[src/rtl/dout_pkg.sv]
package dout_pkg;

  localparam int WORD_W = 16;
  localparam int CHAR_W = 8;

  typedef enum logic [1:0] {
    TGT_NONE = 2'd0,
    TGT_STAT = 2'd1,
    TGT_DATA = 2'd2
  } dout_tgt_e;

  // Build the status word from the two flag bits at their positions.
  function automatic logic [WORD_W-1:0] status_word(input logic rdy, input logic ie,
                                                    input int rdy_pos, input int ie_pos);
    logic [WORD_W-1:0] w;
    for (int i = 0; i < WORD_W; i++) begin
      w[i] = (i == rdy_pos) ? rdy : ((i == ie_pos) ? ie : 1'b0);
    end
    return w;
  endfunction

  // Zero-extend a character to a bus word.
  function automatic logic [WORD_W-1:0] char_word(input logic [CHAR_W-1:0] c);
    return {{(WORD_W-CHAR_W){1'b0}}, c};
  endfunction

endpackage

[src/rtl/dout_decode.sv]
module dout_decode
  import dout_pkg::*;
#(
  parameter logic [WORD_W-1:0] STAT_ADDR = 16'hFE04,
  parameter logic [WORD_W-1:0] DATA_ADDR = 16'hFE06
) (
  input  logic [WORD_W-1:0] addr,
  input  logic              rd,
  input  logic              wr,
  output dout_tgt_e         tgt,
  output logic              wr_stat,
  output logic              wr_data,
  output logic              rd_stat,
  output logic              rd_data
);

  always_comb begin
    if (addr == STAT_ADDR)      tgt = TGT_STAT;
    else if (addr == DATA_ADDR) tgt = TGT_DATA;
    else                        tgt = TGT_NONE;
  end

  assign wr_stat = wr && (tgt == TGT_STAT);
  assign wr_data = wr && (tgt == TGT_DATA);
  assign rd_stat = rd && (tgt == TGT_STAT);
  assign rd_data = rd && (tgt == TGT_DATA);

endmodule

[src/rtl/dout_status.sv]
module dout_status (
  input  logic clk,
  input  logic rst,
  input  logic stat_take,
  input  logic ie_in,
  input  logic data_take,
  input  logic sink_done,
  output logic rdy_q,
  output logic ie_q,
  output logic done_take
);

  // A done only counts while a character is outstanding.
  assign done_take = sink_done && !rdy_q;

  always_ff @(posedge clk) begin
    if (rst) begin
      rdy_q <= 1'b1;
      ie_q  <= 1'b0;
    end else begin
      if (data_take)      rdy_q <= 1'b0;
      else if (done_take) rdy_q <= 1'b1;
      if (stat_take)      ie_q  <= ie_in;
    end
  end

endmodule

[src/rtl/dout_handoff.sv]
module dout_handoff
  import dout_pkg::*;
(
  input  logic              clk,
  input  logic              rst,
  input  logic              data_take,
  input  logic [CHAR_W-1:0] char_in,
  output logic              vld_q,
  output logic [CHAR_W-1:0] char_q
);

  always_ff @(posedge clk) begin
    if (rst) begin
      vld_q  <= 1'b0;
      char_q <= '0;
    end else begin
      vld_q <= data_take;
      if (data_take) char_q <= char_in;
    end
  end

endmodule

[src/rtl/dout_port.sv]
module dout_port
  import dout_pkg::*;
#(
  parameter logic [WORD_W-1:0] STAT_ADDR = 16'hFE04,
  parameter logic [WORD_W-1:0] DATA_ADDR = 16'hFE06,
  parameter int                RDY_BIT   = 15,
  parameter int                IE_BIT    = 14
) (
  input  logic              clk,
  input  logic              rst,
  input  logic [WORD_W-1:0] bus_addr,
  input  logic              bus_rd,
  input  logic              bus_wr,
  input  logic [WORD_W-1:0] bus_wdata,
  output logic [WORD_W-1:0] bus_rdata,
  output logic              out_vld,
  output logic [CHAR_W-1:0] out_char,
  input  logic              sink_done,
  output logic              irq
);

  dout_tgt_e tgt;
  logic wr_stat, wr_data, rd_stat, rd_data;
  logic rdy_q, ie_q;
  // Named internal events, also watched by the checker.
  logic data_take, stat_take, done_take;

  dout_decode #(.STAT_ADDR(STAT_ADDR), .DATA_ADDR(DATA_ADDR)) u_dec (
    .addr(bus_addr), .rd(bus_rd), .wr(bus_wr), .tgt(tgt),
    .wr_stat(wr_stat), .wr_data(wr_data), .rd_stat(rd_stat), .rd_data(rd_data)
  );

  assign data_take = wr_data && rdy_q;
  assign stat_take = wr_stat;

  dout_status u_stat (
    .clk(clk), .rst(rst), .stat_take(stat_take), .ie_in(bus_wdata[IE_BIT]),
    .data_take(data_take), .sink_done(sink_done),
    .rdy_q(rdy_q), .ie_q(ie_q), .done_take(done_take)
  );

  dout_handoff u_hand (
    .clk(clk), .rst(rst), .data_take(data_take), .char_in(bus_wdata[CHAR_W-1:0]),
    .vld_q(out_vld), .char_q(out_char)
  );

  always_comb begin
    if (rd_stat)      bus_rdata = status_word(rdy_q, ie_q, RDY_BIT, IE_BIT);
    else if (rd_data) bus_rdata = char_word(out_char);
    else              bus_rdata = '0;
  end

  assign irq = rdy_q && ie_q;

endmodule

[config.mk]
export PLATFORM = sky130hd
export DESIGN_NAME = dout_port
export DESIGN_NICKNAME = d
export VERILOG_FILES = /design/src/rtl/dout_pkg.sv /design/src/rtl/dout_decode.sv /design/src/rtl/dout_status.sv /design/src/rtl/dout_handoff.sv /design/src/rtl/dout_port.sv
export SDC_FILE = /design/constraint.sdc
export NUM_CORES = 1
export LEC_CHECK = 0
export BUFFER_PORTS_ARGS = -buffer_cell sky130_fd_sc_hd__buf_2
export CORE_ASPECT_RATIO = 0.9
export CORE_UTILIZATION = 36
export CTS_BUF_LIST = sky130_fd_sc_hd__clkbuf_4
export CTS_CLUSTER_DIAMETER = 60
export DETAILED_ROUTE_END_ITERATION = 8
export MAX_ROUTING_LAYER = met4
export PLACE_DENSITY = 0.89
export RECOVER_POWER = 25
export SETUP_SLACK_MARGIN = 0.02
export SYNTH_ARGS = -nofsm -noshare
export SYNTH_HDL_FRONTEND = slang
export SYNTH_SLANG_ARGS = --single-unit
[constraint.sdc]
create_clock -name clk -period 2.8 [get_ports clk]
set_input_delay 0.42 -clock clk [delete_from_list [all_inputs] [get_ports clk]]
set_output_delay 0.42 -clock clk [all_outputs]
set_load 0.005 [all_outputs]
==> results.cfg <==
[outcome]
status = completed

[cts]
cts.hold.buffers_added = 0
clock_sinks = 11
cts_root_buf = clkbuf_4
ctsHtreeMaxLevel = 1
post-cts-setup-buffer-count = 0
cts_tree = built
cts_resized = 0
cts_buffer_depth = 2
cts_buffers = 3
insertion_delay_ps = 270
clk_pin_slew_ps = 70

[routing]
wirelength_mm = 1.71
first_pass_iters = 6
vias_per_cell = 4.90
drc_errors = 0
routedWlPerCell_um = 11.5
ant_nets = 0
num_vias = 730
first_iter_violations = 9

[layout]
area_growth_syn_to_layout_pct = 42.9
final_cell_mix = 45 x buf_2, 11 x dfxtp_1, 9 x and2_1, 9 x nand3_1, 8 x a21oi_1
finalNonFillerCells = 149
drive_gt1_share_pct = 42.5
n_antenna_cell = 0
mostFrequentLayoutCell = buf_2
nNetsFinal = 165

[critical_path]
crit_slowest_cell = or4_4
end_kind = primary output
crit_buf_inv = 2
rrSetupSlack_ps = 1610
cp.arrival_ps = 2200
crit_family = simple AND/OR/NAND/NOR gates
required_ps = 2380
critPathMaxFanout = 8
critPathMaxStageDelay_ps = 540
cp_cell_sequence = buf_2 -> or4_4 -> or4_4 -> nor3_2 -> and2_1 -> buf_2
cp-start-kind = input port
worstSetupPathType = in -> out

[power_and_ir_drop]
irDropWorstVdd_v = 0.000175
p_leak_nw = 0.429
p_per_area_nw_per_um2 = 350

[floorplanning]
ios = 63
die-area_um2 = 1890
die_w_um = 45.8
num_rows = 13
core_region_area_um2 = 1530
start_util_pct = 40.6
die_y_um = 41.4

[timing]
slew_viol_final = 0
timing.setup.tns_ps = 0
skew_ps = 2.15
hold-worst-slack_ps = 380
max_freq_mhz = 381
rsz0062_at_grt = false
tightest_slew_ps = 714
finalSetupViolCount = 0
slew_headroom_pct = 52.0
period_share_pct = 93.6
fin_crit_ps = 2620
final_hold_viol_count = 0

[place]
port-buffer-count = 49
gp_congestion = 0.751
dp.cells = 145
post-dp-hpwl_mm = 1.35

[yosys]
yosysWarnings = 0
synth.distinct_cells = 25
synth_cells = 77
ys.flop_type = dfxtp_1
syn_area_um2 = 621
synth-edff-count = 0
ys_seq_area_share_pct = 35.5
syn_area_per_cell_um2 = 8.06
synth_seq_cells = 11
ys_async_sr_fraction_pct = 0

[min_path]
min_path_type = in -> reg

[global_route]
overflow = 0
grt_max_degree = 11
grt_pass1_wl_mm = 2.75
grt_pass1_vias = 633
grt_antenna_before_repair = 0
gr-usage-all-layers_pct = 21.7

[job]
drv_cap = 0
## power breakdown
| group | switching (W) | leakage, nW | total [W] | internal (W) |
|---|---|---|---|---|
| Sequential | 0.000000000843 | 0.0886 | 0.000156 | 0.000156 |
| Combinational | 0.0000171 | 0.322 | 0.0000344 | 0.0000173 |
| Clock | 0.0000552 | 0.0184 | 0.000120 | 0.0000648 |
| Total | 0.0000723 | 0.429 | 0.000311 | 0.000238 |
## synth_stat cells (all sizes together) (2+ instances only)
library cell / instances / area share (%)
nor3b: 3 / 3.6
and3: 2 / 2.0
buf: 9 / 9.3
inv: 3 / 1.8
or4: 2 / 3.6
and2: 9 / 9.1
nor3: 3 / 3.2
a21oi: 8 / 6.5
dfxtp: 11 / 35
o21ai: 8 / 6.5
nand3: 9 / 7.3
## logic make-up (layout without fill, tap and decap cells)
group / Yosys count / after routing / synth area share [%]
other cells: 1 / 6 / 0.604
buf+inv: 12 / 57 / 11.1
compound gates: 19 / 19 / 16.3
flops: 11 / 11 / 35.5
simple gates: 34 / 34 / 36.5
## worst register-to-register path, delay by kind of cell (launching register included)
family	cells	cell delay, ps
AOI/OAI and AO/OA	2	370
and+or+nand+nor	1	310
DFF	1	390
## flip-flops by register name, indices dropped and copies added (netlist names)
register,cells
u_hand.vld_q,1
u_stat.ie_q,1
u_hand.char_q,8
u_stat.rdy_q,1
## final timing paths
| check | from | end | cells after the start |
|---|---|---|---|
| setup reg to reg | u_stat.rdy_q$_SDFFE_PP1P_ | u_hand.char_q[7]$_SDFFE_PP0P_ | 3 |
| hold / removal | sink_done | u_stat.rdy_q$_SDFFE_PP1P_ | 3 |
| hold reg to reg | u_hand.char_q[2]$_SDFFE_PP0P_ | u_hand.char_q[2]$_SDFFE_PP0P_ | 2 |
| setup / recovery | bus_addr[5] | bus_rdata[3] | 6 |
## layer usage
metal	wire (um)	global-route usage [%]	up-vias
met5	0	-	-
met3	106	4.31	4
li1	-	-	363
met2	873	38.6	35
met1	702	24.6	328
met4	25	8.09	0
## cell type report
type,count,area (um^2)
repair buffers,50,248
flip-flops and latches,11,220
inverters,3,11.3
multi-input cells,59,350
clock buffers,4,30.0
well taps,22,27.5
fillers,170,642
## stage by stage
stage | util (%) | cell area, um^2 | total power (W) | setup WS [ps]
2_1_floorplan | - | 639 | 0.000178 | 485
6_report | 58.0 | 887 | 0.000311 | 178
4_1_cts | 58.3 | 892 | 0.000313 | 150
5_1_grt | 58.0 | 887 | 0.000324 | 65.3
3_3_place_gp | 56.4 | 862 | 0.000193 | 179
3_5_place_dp | 56.4 | 862 | 0.000194 | 152
Note: power is estimated with default switching activity, not from simulation.
